### src/rtl/vseg_pkg.sv
package vseg_pkg;

  typedef enum logic [1:0] {
    SEG_MAPPED  = 2'd0,
    SEG_DIRECT  = 2'd1,
    SEG_ILLEGAL = 2'd2
  } seg_kind_e;

  typedef struct packed {
    seg_kind_e   kind;
    logic        cached;
    logic [63:0] dpa;
  } seg_info_t;

  localparam logic [4:0] CAUSE_TLB_LD = 5'd2;
  localparam logic [4:0] CAUSE_TLB_ST = 5'd3;
  localparam logic [4:0] CAUSE_AE_LD  = 5'd4;
  localparam logic [4:0] CAUSE_AE_ST  = 5'd5;

  localparam logic [2:0] WIN_ATTR_UNCACHED = 3'd2;

endpackage

### src/rtl/vseg_decode32.sv
module vseg_decode32
  import vseg_pkg::*;
(
  input  logic [31:0] vaddr,
  output seg_info_t   info
);
  localparam int SEG_LSB = 29;

  logic [2:0] seg;
  assign seg = vaddr[31:SEG_LSB];

  always_comb begin
    info.kind   = SEG_MAPPED;
    info.cached = 1'b0;
    info.dpa    = {{(64-SEG_LSB){1'b0}}, vaddr[SEG_LSB-1:0]};
    case (seg)
      3'd4: begin info.kind = SEG_DIRECT; info.cached = 1'b1; end
      3'd5: begin info.kind = SEG_DIRECT; info.cached = 1'b0; end
      default: info.kind = SEG_MAPPED;
    endcase
  end
endmodule

### src/rtl/vseg_decode64.sv
module vseg_decode64
  import vseg_pkg::*;
#(
  parameter int PA_W = 36
)(
  input  logic [63:0] vaddr,
  output seg_info_t   info
);
  localparam int SUB_LSB = 29;

  logic [23:0] region;
  logic [10:0] sub;
  logic        in_window;
  logic [2:0]  attr;

  assign region    = vaddr[63:40];
  assign sub       = vaddr[39:SUB_LSB];
  assign attr      = vaddr[61:59];
  assign in_window = (region[23:22] == 2'b10) && (region[18:0] == '0);

  always_comb begin
    info.kind   = SEG_ILLEGAL;
    info.cached = 1'b0;
    info.dpa    = {{(64-SUB_LSB){1'b0}}, vaddr[SUB_LSB-1:0]};
    if (region == 24'h000000 || region == 24'h400000 || region == 24'hC00000) begin
      info.kind = SEG_MAPPED;
    end else if (region == 24'hFFFFFF) begin
      case (sub)
        11'h7FC: begin info.kind = SEG_DIRECT; info.cached = 1'b1; end
        11'h7FD: begin info.kind = SEG_DIRECT; info.cached = 1'b0; end
        11'h7FE, 11'h7FF: info.kind = SEG_MAPPED;
        default: info.kind = SEG_ILLEGAL;
      endcase
    end else if (in_window) begin
      info.kind   = SEG_DIRECT;
      info.cached = (attr != WIN_ATTR_UNCACHED);
      info.dpa    = {{(64-PA_W){1'b0}}, vaddr[PA_W-1:0]};
    end
  end
endmodule

### src/rtl/vseg_exc.sv
module vseg_exc
  import vseg_pkg::*;
(
  input  logic        clk,
  input  logic        rst_n,
  input  logic        take,
  input  logic        is_miss,
  input  logic        is_store,
  input  logic [63:0] vaddr,
  output logic        exc_valid,
  output logic [4:0]  exc_cause,
  output logic [63:0] bad_vaddr
);
  logic [4:0] cause_d;

  always_comb begin
    if (is_miss) cause_d = is_store ? CAUSE_TLB_ST : CAUSE_TLB_LD;
    else         cause_d = is_store ? CAUSE_AE_ST  : CAUSE_AE_LD;
  end

  always_ff @(posedge clk or negedge rst_n) begin
    if (!rst_n) begin
      exc_valid <= 1'b0;
      exc_cause <= '0;
      bad_vaddr <= '0;
    end else begin
      exc_valid <= take;
      if (take) begin
        exc_cause <= cause_d;
        bad_vaddr <= vaddr;
      end
    end
  end


  cause_range_chk: assert property (@(posedge clk) disable iff (!rst_n)
    exc_valid |-> (exc_cause >= CAUSE_TLB_LD && exc_cause <= CAUSE_AE_ST));


  bad_capture_chk: assert property (@(posedge clk) disable iff (!rst_n)
    take |=> (bad_vaddr == $past(vaddr)));
endmodule

### src/rtl/vseg_xlate.sv
module vseg_xlate
  import vseg_pkg::*;
#(
  parameter int PA_W = 36,
  parameter int PG_W = 12,
  localparam int PFN_W = PA_W - PG_W
)(
  input  logic             clk,
  input  logic             rst_n,
  input  logic             mode64,
  input  logic             req_valid,
  output logic             req_ready,
  input  logic [63:0]      req_vaddr,
  input  logic             req_store,
  input  logic             req_probe,
  output logic             tlb_req,
  input  logic             tlb_hit,
  input  logic [PFN_W-1:0] tlb_pfn,
  input  logic             tlb_cached,
  input  logic             tgt_undef,
  output logic             xl_ok,
  output logic             xl_fault,
  output logic [PA_W-1:0]  xl_paddr,
  output logic             xl_cached,
  output logic             zero_fill,
  output logic             exc_valid,
  output logic [4:0]       exc_cause,
  output logic [63:0]      bad_vaddr
);
  seg_info_t info32, info64, info;
  logic is_mapped, is_illegal, miss, take;

  vseg_decode32 u_dec32 (.vaddr(req_vaddr[31:0]), .info(info32));
  vseg_decode64 #(.PA_W(PA_W)) u_dec64 (.vaddr(req_vaddr), .info(info64));

  assign info       = mode64 ? info64 : info32;
  assign is_mapped  = (info.kind == SEG_MAPPED);
  assign is_illegal = (info.kind == SEG_ILLEGAL);
  assign miss       = is_mapped && !tlb_hit;

  assign req_ready = 1'b1;
  assign tlb_req   = req_valid && is_mapped;
  assign xl_fault  = req_valid && (miss || is_illegal);
  assign xl_ok     = req_valid && !(miss || is_illegal);
  assign xl_paddr  = is_mapped ? {tlb_pfn, req_vaddr[PG_W-1:0]} : info.dpa[PA_W-1:0];
  assign xl_cached = is_mapped ? tlb_cached : info.cached;
  assign zero_fill = xl_ok && !req_store && tgt_undef;
  assign take      = xl_fault && !req_probe;

  vseg_exc u_exc (
    .clk(clk), .rst_n(rst_n), .take(take), .is_miss(miss), .is_store(req_store),
    .vaddr(req_vaddr), .exc_valid(exc_valid), .exc_cause(exc_cause), .bad_vaddr(bad_vaddr)
  );


  exc_follows_chk: assert property (@(posedge clk) disable iff (!rst_n)
    (req_valid && xl_fault && !req_probe) |=> exc_valid);


  probe_quiet_chk: assert property (@(posedge clk) disable iff (!rst_n)
    (req_valid && req_probe) |=> (!exc_valid && $stable(bad_vaddr)));


  idle_quiet_chk: assert property (@(posedge clk) disable iff (!rst_n)
    !req_valid |=> !exc_valid);


  ok_fault_excl_chk: assert property (@(posedge clk) disable iff (!rst_n)
    !(xl_ok && xl_fault));


  zero_no_fault_chk: assert property (@(posedge clk) disable iff (!rst_n)
    zero_fill |=> !exc_valid);
endmodule

### config.mk
export PLATFORM = sky130hd
export DESIGN_NAME = vseg_xlate
export DESIGN_NICKNAME = d
export VERILOG_FILES = /design/src/rtl/vseg_pkg.sv /design/src/rtl/vseg_decode32.sv /design/src/rtl/vseg_decode64.sv /design/src/rtl/vseg_exc.sv /design/src/rtl/vseg_xlate.sv
export SDC_FILE = /design/constraint.sdc
export NUM_CORES = 1
export LEC_CHECK = 0
export BUFFER_PORTS_ARGS = -buffer_cell sky130_fd_sc_hd__buf_2
export CAP_MARGIN = 15
export CELL_PAD_IN_SITES_DETAIL_PLACEMENT = 1
export CELL_PAD_IN_SITES_GLOBAL_PLACEMENT = 2
export CORE_UTILIZATION = 27
export CTS_BUF_LIST = sky130_fd_sc_hd__clkbuf_4 sky130_fd_sc_hd__clkbuf_8 sky130_fd_sc_hd__clkbuf_16
export DETAILED_ROUTE_END_ITERATION = 7
export GPL_ROUTABILITY_DRIVEN = 0
export PLACE_DENSITY = 0.82
export SLEW_MARGIN = 10
export SYNTH_ARGS = -nofsm -noshare
export SYNTH_HDL_FRONTEND = slang
export SYNTH_SLANG_ARGS = --single-unit
export TNS_END_PERCENT = 20
### constraint.sdc
create_clock -name clk -period 5.2 [get_ports clk]
set_clock_uncertainty 0.05 [all_clocks]
set_input_delay 0.52 -clock clk [delete_from_list [all_inputs] [get_ports clk]]
set_output_delay 0.52 -clock clk [all_outputs]
set_load 0.05 [all_outputs]
# Word-level counts from Yosys, hierarchy flattened
# Index checks and enable logic that the tools add are counted.
# word_totals
regBits	70
input_bits	97
output_inout_bits	112
wordCells	51
# op_classes
eq_ne	12
muxes	15
n_reduce_logical	21
# op_table
operator	n
67-bit 2-to-1 mux	2
65-bit 2-to-1 mux	1
64-bit 2-to-1 mux	1
24-bit equality test, second input constant	2
11-bit equality test, second input constant	4
36-bit 2-to-1 mux	1
24-bit by 23-bit equality test with 1-bit output, second input constant	1
24-bit logical NOT	1
19-bit logical NOT	1
1-bit logical AND	8
3-bit equality test, second input constant	2
1-bit 2-to-1 mux	6
2-bit OR reduction	3
5-bit 2-to-1 mux	1
2-bit equality test, second input constant	2
1-bit logical NOT	4
2-bit one-hot mux with 2 select lines	1
1-bit logical OR	3
3-bit 2-to-1 mux	1
3-bit by 2-bit != test with 1-bit output, second input constant	1
2-bit logical NOT	1
2-bit 2-to-1 mux	1

# Depth between registers and ports, before layout
# Gate-level depths: netlist of the first run.
# logic_depth
word_depth	13
depth_mapped	8
depth_no_buf	6

# By module
# Synthesis of the first run repeated with hierarchy kept, for this count alone.
# hier_totals
hier_cells	449
hier_area_um2	5172.5
# modules_own_cells
mod	instances	cells_each	area_per_inst_um2	seq_area_each_um2
vseg_exc	1	146	2646.3	1701.6
vseg_xlate	1	139	1353.8	0.0
vseg_decode64	1	96	661.9	0.0
vseg_decode32	1	68	510.5	0.0

# Least setup slack after synthesis of the first run
# OpenSTA, ideal clock, no wires.
# synth_timing
path_kind	input-to-output
start	input port req_vaddr[40]
end	output port zero_fill
arrival_ps	2561
t_required_ps	4630
setup_slack_ps	2069
stages	6
path_buffers	0
path_cell_list	or4_1 nor2_4 a31oi_1 nand3_1 and3_1 and3b_1
# synth_between
elab_chain_len	13
elab_cells_between_ends	20
classes_between	eq/ne: 4; mux: 4; reduce/logical: 12
# synth_lines
item	line_no	source
start, declared	vseg_xlate.sv:13	input logic [63:0] req_vaddr,
19-bit logical NOT	vseg_decode64.sv:19	assign in_window = (region[23:22] == 2'b10) && (region[18:0] == '0);
1-bit logical AND	vseg_decode64.sv:19	
67-bit 2-to-1 mux	vseg_decode64.sv:34	end else if (in_window) begin
3-bit 2-to-1 mux	vseg_decode64.sv:27	end else if (region == 24'hFFFFFF) begin
2-bit 2-to-1 mux *	vseg_decode64.sv:25	if (region == 24'h000000 || region == 24'h400000 || region == 24'hC00000) begin
67-bit 2-to-1 mux *	vseg_xlate.sv:36	assign info = mode64 ? info64 : info32;
2-bit logical NOT	vseg_xlate.sv:37	assign is_mapped = (info.kind == SEG_MAPPED);
1-bit logical AND	vseg_xlate.sv:39	assign miss = is_mapped && !tlb_hit;
1-bit logical OR *	vseg_xlate.sv:44	assign xl_ok = req_valid && !(miss || is_illegal);
1-bit logical NOT *	vseg_xlate.sv:44	
1-bit logical AND *	vseg_xlate.sv:44	
named net xl_ok	vseg_xlate.sv:21	output logic xl_ok,
1-bit logical AND * (2 in a row)	vseg_xlate.sv:47	assign zero_fill = xl_ok && !req_store && tgt_undef;
end, declared	vseg_xlate.sv:25	output logic zero_fill,
# The timed path passes the listed nets; every way through them passes the cells marked *.

# Final worst setup path of the first run
# layout_timing
start	input port req_vaddr[40]
end	output port xl_paddr[12]
# layout_between
elab_chain_len	8
elab_cells_between_ends	16
classes_between	eq/ne: 3; mux: 7; reduce/logical: 6
# layout_lines
item	line_no	source
19-bit logical NOT	vseg_decode64.sv:19	
1-bit logical AND	vseg_decode64.sv:19	
67-bit 2-to-1 mux	vseg_decode64.sv:34	
3-bit 2-to-1 mux	vseg_decode64.sv:27	
2-bit 2-to-1 mux	vseg_decode64.sv:25	
67-bit 2-to-1 mux *	vseg_xlate.sv:36	
2-bit logical NOT	vseg_xlate.sv:37	
36-bit 2-to-1 mux *	vseg_xlate.sv:45	assign xl_paddr = is_mapped ? {tlb_pfn, req_vaddr[PG_W-1:0]} : info.dpa[PA_W-1:0];
end, declared	vseg_xlate.sv:23	output logic [PA_W-1:0] xl_paddr,
# Every way passes the cells marked *; elsewhere a longest branch is shown, timed or not.

==> run summary, run 1 <==
max cap viols = 0
most frequent cells in the layout = buf_2 (204), dfrtp_1 (68), mux2_2 (62), mux2_4 (18)
Peak supply drop = 184 µV
Max Clk Rate = 289 MHz
Setup TNS Final = 0 ns
DR pass1 iterations = 4
classification of the worst-slack hold path = input port to async pin
crit path kind = input port to output pin
CP max stage cell = o22ai_4
vias in the first global route = 2,958
non-filler cells in the finished layout = 580
Hold Slack = 0.263 ns
CP endpoint kind = output pin
worst stage delay on the critical path = 0.72 ns
final hold vios = 0
placed cell count = 564
total die area = 12,700 µm²
Routed Antenna Nets = 0
Post-Synth Adder-Cell Area = 0%
unrepaired setup endpoints after global routing = no
Synth-to-Final Area Change = 40.5%
DRT iter0 DRCs = 90
Rel. slew slack = 35.5%
row count = 40
Avg Cell Area, Syn = 14.1 µm²
Worst-Skew Late Latency = 0.33 ns
total congestion overflow = 0
layout cells sized above 1 = 71.1%
Remaining DRCs = 0
Routed WL = 9220 µm
# setup viols final = 0
DR vias = 2,659
Clock Path Buffers = 2
TritonCTS clock tree = built
Final Cycle Share = 66.5%
final max-slew violation count = 0
H-tree depth = 3
Initial Utilization = 27.6%
GRT Overall Usage = 15.5%
I/O pin count = 209
worst-path fanout max = 27
nets = 525
most common cell after layout, fill and taps aside = buf_2
sequential cell area fraction in the yosys report = 51.6%
CP cell instances = buf_2, or4_1, nor2_4, a31oi_1, o22ai_4, mux2_2, buf_2
CP Launch Type = input port
die width = 113 µm
Synth Cell Area = 3300 µm²
number of antenna violations at the first check in global routing = 0
Critical Path AT = 2.89 ns
Post-DP HPWL = 7200 µm
Avg Vias per Cell = 4.58
PostCTS Resize Cnt = 0
mux share of post-synthesis cell area = 30.7%
Die Ht = 113 µm
WL/cell = 15.9 µm
TritonCTS buffer count = 9
synth warn = 0
clock tree sinks = 68
Root Driver = clkbuf_16
first-pass GRT wire length = 15,200 µm
most frequent cell on the critical path = buf_2
outcome = finished, final reports clean
Compound-Gate Fraction of Synth Area = 4.47%
PortBufs = 205
# hold bufs at CTS = 0
crit path time final = 3.46 ns
diode count = 0
P_leak = 2.29 nW
CP required = 4.63 ns
Simple-Gate Fraction of Synth Area = 6.75%
clock slew at reported path FFs = 0.06 ns
main combinational cell family by area after synthesis = multiplexers
post-synthesis xor/xnor area fraction = 0%
Worst-Margin Slew = 0.965 ns
Post-CTS Setup Bufs = 0
largest net degree at the start of global routing = 69
cells on worst reg2reg path = 1
Mapped Cells = 234
FF+latch count, synth = 68
pwr dens = 451 nW/µm²
distinct cell type count after synthesis = 33
Core Box Area = 12,000 µm²
[Yosys cell counts]
master / count / share of area [%]
dfrtp_1: 68 / 52
inv_1: 3 / 0.34
mux2_2: 62 / 21
nor2_1: 6 / 0.68
o22ai_4: 1 / 0.61
a21oi_1: 2 / 0.30
a21oi_4: 1 / 0.49
nor2b_1: 2 / 0.38
or4_4: 1 / 0.34
mux2_4: 18 / 8.2
nand3_1: 2 / 0.30
a22o_1: 7 / 1.9
and3b_1: 1 / 0.27
mux2i_1: 1 / 0.30
nand2_1: 1 / 0.11
nor4_1: 4 / 0.76
mux2_1: 3 / 1.0
a31o_2: 1 / 0.27
and2_1: 3 / 0.57
o21ai_2: 1 / 0.27
conb_1: 2 / 0.23
nor3_1: 2 / 0.30
nand4_1: 9 / 1.7
buf_6: 1 / 0.34
buf_2: 1 / 0.15
nand2b_1: 2 / 0.38
nor2_4: 1 / 0.34
and3_1: 2 / 0.38
buf_4: 20 / 4.6
buf_8: 2 / 0.91
or4_1: 1 / 0.23
a31oi_1: 2 / 0.38
a221o_1: 1 / 0.30
[logic make-up after synthesis]
logic type / count (synthesis)
muxes: 84
DFF: 68
and+or+nand+nor: 37
buffers and inverters: 27
AOI/OAI and AO/OA: 16
other: 2
[area by class of cell]
class / instances / area (µm²)
inverter: 3 / 11.3
clock inverter: 6 / 63.8
clock buffer: 10 / 233
tap: 147 / 184
fill: 1357 / 7330
multi-input combinational: 140 / 1390
sequential: 68 / 1700
timing repair buffer: 206 / 1050
[stage by stage]
step / instance area (µm²) / util, % / total power, mW / setup slack (ns)
2_1_floorplan: 3300 / - / 1.30 / 2.07
3_3_place_gp: 4340 / 36.3 / 1.49 / 1.78
3_5_place_dp: 4340 / 36.3 / 1.51 / 1.69
4_1_cts: 4640 / 38.8 / 2.12 / 1.70
5_1_grt: 4640 / 38.8 / 2.19 / 1.56
6_report: 4640 / 38.8 / 2.09 / 1.74
[flip-flops by register name (all words and copies together) (netlist names)]
signal,count
u_exc.bad_vaddr,64
u_exc.exc_cause,3
u_exc.exc_valid,1
[worst max-delay path, delay by kind of cell]
family	cells	cell delay (ns)
AOI/OAI and AO/OA	2	0.88
buffers and inverters	2	0.32
muxes	1	0.42
and+or+nand+nor	2	0.73
[report_power, final]
| group | internal (mW) | leakage, nW | switching, mW |
|---|---|---|---|
| Clock | 0.376 | 0.142 | 0.227 |
| Sequential | 0.630 | 0.803 | 0.0509 |
| Combinational | 0.223 | 1.35 | 0.583 |
[layer usage]
| metal | share of wire, % | GRT usage (%) |
|---|---|---|
| met5 | 0 | 0 |
| met4 | 1.3 | 6.40 |
| met3 | 6.4 | 3.35 |
| met2 | 51 | 27.6 |
| met1 | 41 | 17.9 |
[path summary, 6_finish.rpt]
| path | from | to | slack (ns) |
|---|---|---|---|
| worst max-delay path | req_vaddr[40] | xl_paddr[12] | 1.74 |
| max in group asynchronous | rst_n | u_exc.bad_vaddr[25] | 4.30 |
| min in group clk | req_vaddr[9] | u_exc.bad_vaddr[9] | 0.38 |
| worst min-delay path | rst_n | u_exc.bad_vaddr[41] | 0.26 |
| worst min register to register | u_exc.bad_vaddr[33] | u_exc.bad_vaddr[33] | 0.45 |
| worst max register to register | u_exc.bad_vaddr[18] | u_exc.bad_vaddr[18] | 4.37 |
(Power assumes the default switching activity.)
==> inputs of run 2 (changes only) <==
- CORE_UTILIZATION: 27 -> 23
- PLACE_DENSITY: 0.82 -> 0.74
- clock period: 5.2 -> 2.9 ns (I/O delays scaled with it)
==> run summary, run 2 (synthesis results as in run 1) <==
Post-DP HPWL = 7530 µm (+4.5%)
Critical Path AT = 2.31 ns (-0.58 ns)
vias in the first global route = 2,862 (-3.2%)
Worst-Skew Late Latency = 0.33 ns (about the same)
pwr dens = 798 nW/µm² (+77%)
GRT Overall Usage = 13.6% (-1.8 points)
outcome = finished, final reports clean
Routed Antenna Nets = 0 (unchanged)
I/O pin count = 209 (unchanged)
Avg Vias per Cell = 4.39 (-4.3%)
Rel. slew slack = 42.0% (+6.4 points)
CP endpoint kind = output pin
Core Box Area = 13,900 µm² (+16%)
Max Clk Rate = 377 MHz
Worst-Margin Slew = 0.871 ns (-0.0941 ns)
cells on worst reg2reg path = 1 (unchanged)
layout cells sized above 1 = 71.3% (+0.20 points)
Root Driver = clkbuf_16
WL/cell = 15.7 µm (-1.3%)
die width = 122 µm (+8.2%)
H-tree depth = 3 (unchanged)
biggest regs = u_exc.bad_vaddr (64), u_exc.exc_cause (3), u_exc.exc_valid (1)
P_leak = 2.32 nW (+1.0%)
TritonCTS buffer count = 9 (unchanged)
total die area = 14,800 µm² (+17%)
Final Cell Area = 4710 µm² (+1.7%)
clock tree sinks = 68 (unchanged)
Setup crit end = xl_paddr[22]
# hold bufs at CTS = 0 (unchanged)
# setup viols final = 0 (unchanged)
CP required = 2.56 ns (-2.07 ns)
R2R setup slack = 2.07 ns (-2.30 ns)
unrepaired setup endpoints after global routing = no
TritonCTS clock tree = built
worst-path fanout max = 27 (unchanged)
classification of the worst-slack hold path = input port to async pin
Remaining DRCs = 0 (unchanged)
Final Cycle Share = 91.4%
Filler cells = 1,600 (+18%)
Setup TNS Final = 0 ns (unchanged)
Post-CTS Setup Bufs = 0 (unchanged)
largest net degree at the start of global routing = 69 (unchanged)
nets = 528 (+0.57%)
Routed WL = 9660 µm (+4.8%)
diode count = 0 (unchanged)
DRT iter0 DRCs = 58 (-36%)
Initial Utilization = 23.7% (-3.9 points)
Placed Area = 4420 µm² (+1.8%)
RR Startpoint = u_exc.bad_vaddr[51]
Synth-to-Final Area Change = 42.9%
final max-slew violation count = 0 (unchanged)
number of antenna violations at the first check in global routing = 0 (unchanged)
DR vias = 2,702 (+1.6%)
worst setup path startpoint = req_vaddr[40]
Largest register FFs = 64 (unchanged)
Die Ht = 122 µm (+8.2%)
most frequent cells in the layout = buf_2 (204), dfrtp_1 (68), mux2_2 (62), mux2_4 (18)
crit path kind = input port to output pin
first-pass GRT wire length = 15,100 µm (-0.41%)
PostCTS Resize Cnt = 0 (unchanged)
DR pass1 iterations = 4 (unchanged)
max cap viols = 0 (unchanged)
Hold Slack = 0.0270 ns (-0.236 ns)
Clock Path Buffers = 2 (unchanged)
Most flops, register = u_exc.bad_vaddr
total congestion overflow = 0 (unchanged)
Peak supply drop = 314 µV (+70%)
row count = 43 (+7.5%)
most common cell after layout, fill and taps aside = buf_2
r2r endpoint = u_exc.bad_vaddr[51]
final hold vios = 0 (unchanged)
CP Launch Type = input port
storage element area = 1700 µm² (unchanged)
clock slew at reported path FFs = 0.06 ns (about the same)
Design Power = 3.76 mW (+80%)
crit path time final = 2.65 ns
Multi-input gate area = 1390 µm² (unchanged)
PortBufs = 205 (unchanged)
[run 2: per-layer routing]
metal	global-route usage [%]	wire (µm)	vias to the layer above
li1	-	-	1229
met1	15.2	3710	1329
met2	23.8	4920	134
met3	4.17	885	10
met4	6.02	144	0
met5	0	0	-
[run 2: critical path, cell delays in order]
cell and delay (ns):
buf_2 0.11, or4_1 0.57, nor2_4 0.16, a31oi_1 0.17, o22ai_4 0.21, buf_12 0.21
mux2_1 0.35, buf_2 0.22
[run 2: final cells by class]
class	count	share of cell area, %
Tap cell	180	4.78
Clock inverter	6	1.38
Clock buffer	10	4.94
Inverter	3	0.239
Multi-Input combinational cell	140	29.6
Sequential cell	68	36.1
Timing Repair Buffer	209	23.0
[run 2: how the worst min path moves through the flow]
stage,startpoint,endpoint,slack (ns),cells after the start
CTS,rst_n,u_exc.bad_vaddr[46],0.07,1
global route,rst_n,u_exc.bad_vaddr[46],0.12,1
floorplan,rst_n,u_exc.bad_vaddr[0],-0.06,0
finish,rst_n,u_exc.bad_vaddr[46],0.03,1
global placement,rst_n,u_exc.bad_vaddr[46],0.42,1
detailed placement,rst_n,u_exc.bad_vaddr[46],0.43,1
[run 2: through the flow]
stage / std cells / worst slack, ns / utilization (%)
CTS: 616 / 0.230 / 33.8
detailed placement: 600 / 0.243 / 31.7
floorplan: 235 / 0.229 / -
global placement: 600 / 0.293 / 31.7
global route: 616 / 0.154 / 33.8
finish: 616 / 0.250 / 33.8
[run 2: report_power, final]
group	leakage (nW)	internal (mW)	total (mW)	switching [mW]
sequential	0.803	1.13	1.22	0.0910
clock	0.146	0.674	1.09	0.413
combinational	1.37	0.404	1.45	1.05
total	2.32	2.21	3.76	1.55
==> inputs of run 3 (changes only) <==
- PLACE_DENSITY: 0.74 -> not set
- PLACE_DENSITY_LB_ADDON: not set -> 0.1
==> run summary, run 3 (synthesis results as in run 1) <==
outcome = finished, final reports clean
Final Cycle Share = 90.7% (-0.61 points)
total congestion overflow = 0 (unchanged)
DRT iter0 DRCs = 54 (-6.9%)
non-filler cells in the finished layout = 615 (-0.16%)
die width = 122 µm (unchanged)
DR vias = 2,657 (-1.7%)
Setup TNS Final = 0 ns (unchanged)
diode count = 0 (unchanged)
Root Driver = clkbuf_16
WL/cell = 15.5 µm (-1.2%)
TritonCTS clock tree = built
Routed Antenna Nets = 0 (unchanged)
Routed WL = 9530 µm (-1.3%)
H-tree depth = 3 (unchanged)
I/O pin count = 209 (unchanged)
Post-CTS Setup Bufs = 0 (unchanged)
CP max stage cell = or4_1
setup ws final = 0.268 ns (+0.0178 ns)
Core Box Area = 13,900 µm² (unchanged)
Most flops, register = u_exc.bad_vaddr
most common cell after layout, fill and taps aside = buf_2
final max-slew violation count = 0 (unchanged)
Die Ht = 122 µm (unchanged)
CP required = 2.56 ns (about the same)
TritonCTS buffer count = 9 (unchanged)
nets = 528 (unchanged)
PostCTS Resize Cnt = 0 (unchanged)
most frequent cell on the critical path = buf_2
layout cells sized above 1 = 71.3% (about the same)
pwr dens = 786 nW/µm² (-1.6%)
clock slew at reported path FFs = 0.05 ns (about the same)
DP Worst Slack = 0.267 ns (+0.0238 ns)
classification of the worst-slack hold path = input port to async pin
Largest register FFs = 64 (unchanged)
R2R setup slack = 2.07 ns (about the same)
storage element area = 1700 µm² (unchanged)
row count = 43 (unchanged)
first-pass GRT wire length = 14,900 µm (-1.8%)
Synth-to-Final Area Change = 42.6%
placed cell count = 600 (unchanged)
Post-DP HPWL = 7240 µm (-3.8%)
clock tree sinks = 68 (unchanged)
worst stage delay on the critical path = 0.58 ns (about the same)
Rel. slew slack = 41.1% (-0.85 points)
Clock Path Buffers = 2 (unchanged)
biggest regs = u_exc.bad_vaddr (64), u_exc.exc_cause (3), u_exc.exc_valid (1)
CP cell instances = buf_2, or4_1, nor2_4, a31oi_1, o22ai_4, buf_12, mux2_2, buf_2
Peak supply drop = 307 µV (-2.0%)
unrepaired setup endpoints after global routing = no
Worst-Skew Late Latency = 0.33 ns (about the same)
# hold bufs at CTS = 0 (unchanged)
worst-path fanout max = 27 (unchanged)
Critical Path AT = 2.29 ns (-0.02 ns)
max cap viols = 0 (unchanged)
number of antenna violations at the first check in global routing = 1 (+1)
P_leak = 2.32 nW (about the same)
Max Clk Rate = 380 MHz (+0.68%)
PortBufs = 205 (unchanged)
most frequent cells in the layout = buf_2 (204), dfrtp_1 (68), mux2_2 (62), mux2_4 (18)
CP Launch Type = input port
final hold vios = 0 (unchanged)
# setup viols final = 0 (unchanged)
Multi-input gate area = 1390 µm² (unchanged)
total die area = 14,800 µm² (unchanged)
Initial Utilization = 23.7% (unchanged)
GRT Overall Usage = 13.5% (-0.17 points)
Filler cells = 1,625 (+1.6%)
Worst-Margin Slew = 0.883 ns (+0.0127 ns)
crit path time final = 2.63 ns (-0.0178 ns)
crit path kind = input port to output pin
Remaining DRCs = 0 (unchanged)
vias in the first global route = 2,722 (-4.9%)
DR pass1 iterations = 4 (unchanged)
largest net degree at the start of global routing = 69 (unchanged)
CP endpoint kind = output pin
Avg Vias per Cell = 4.32 (-1.5%)
Design Power = 3.70 mW (-1.7%)
-- run 3: changes by cell type in the layout (fill, tap and decap cells not counted), sizes merged --
cell | previous run | this run
clkbuf | 10 | 13
clkinv | 4 | 2
bufinv | 1 | 0
clkinvlp | 1 | 0
-- run 3: worst paths after layout --
path,start,endpoint,cells after the start
setup / recovery,req_vaddr[40],xl_paddr[19],8
hold / removal,rst_n,u_exc.bad_vaddr[34],1
setup reg to reg,u_exc.bad_vaddr[9],u_exc.bad_vaddr[9],1
hold reg to reg,u_exc.bad_vaddr[31],u_exc.bad_vaddr[31],1
max in group asynchronous,rst_n,u_exc.bad_vaddr[1],1
min in group clk,req_vaddr[4],u_exc.bad_vaddr[4],2
-- run 3: where the power goes --
| group | internal (mW) | leakage [nW] | switching [mW] |
|---|---|---|---|
| logic | 0.406 | 1.37 | 1.05 |
| registers | 1.13 | 0.803 | 0.0871 |
| clock network | 0.636 | 0.142 | 0.389 |
-- run 3: cell type report --
class	count	area share [%]
multi-input combinational	140	29.6
sequential	68	36.2
timing repair buffer	209	23.3
clock buffer	13	5.69
tap	180	4.79
clock inverter	2	0.213
inverter	3	0.239
-- run 3: metrics by stage --
stage               hold WS (ns)  area [µm²]  util [%]
floorplan                -0.0556        3300         -
global placement           0.428        4430      31.8
detailed placement         0.437        4430      31.8
CTS                       0.0775        4710      33.8
global route               0.104        4710      33.8
finish                    0.0258        4710      33.8
-- run 3: routing by layer --
metal | global-route usage [%] | part of all wire (%)
met1 | 16.0 | 41
met2 | 21.5 | 48
met4 | 5.32 | 1.6
met3 | 5.43 | 9.8
met5 | 0 | 0.14
-- run 3: worst max-delay path, delay by kind of cell --
kind            cells  cell delay (ns)
buf+inv             3             0.52
compound gates      2             0.36
mux                 1             0.35
simple gates        2             0.75
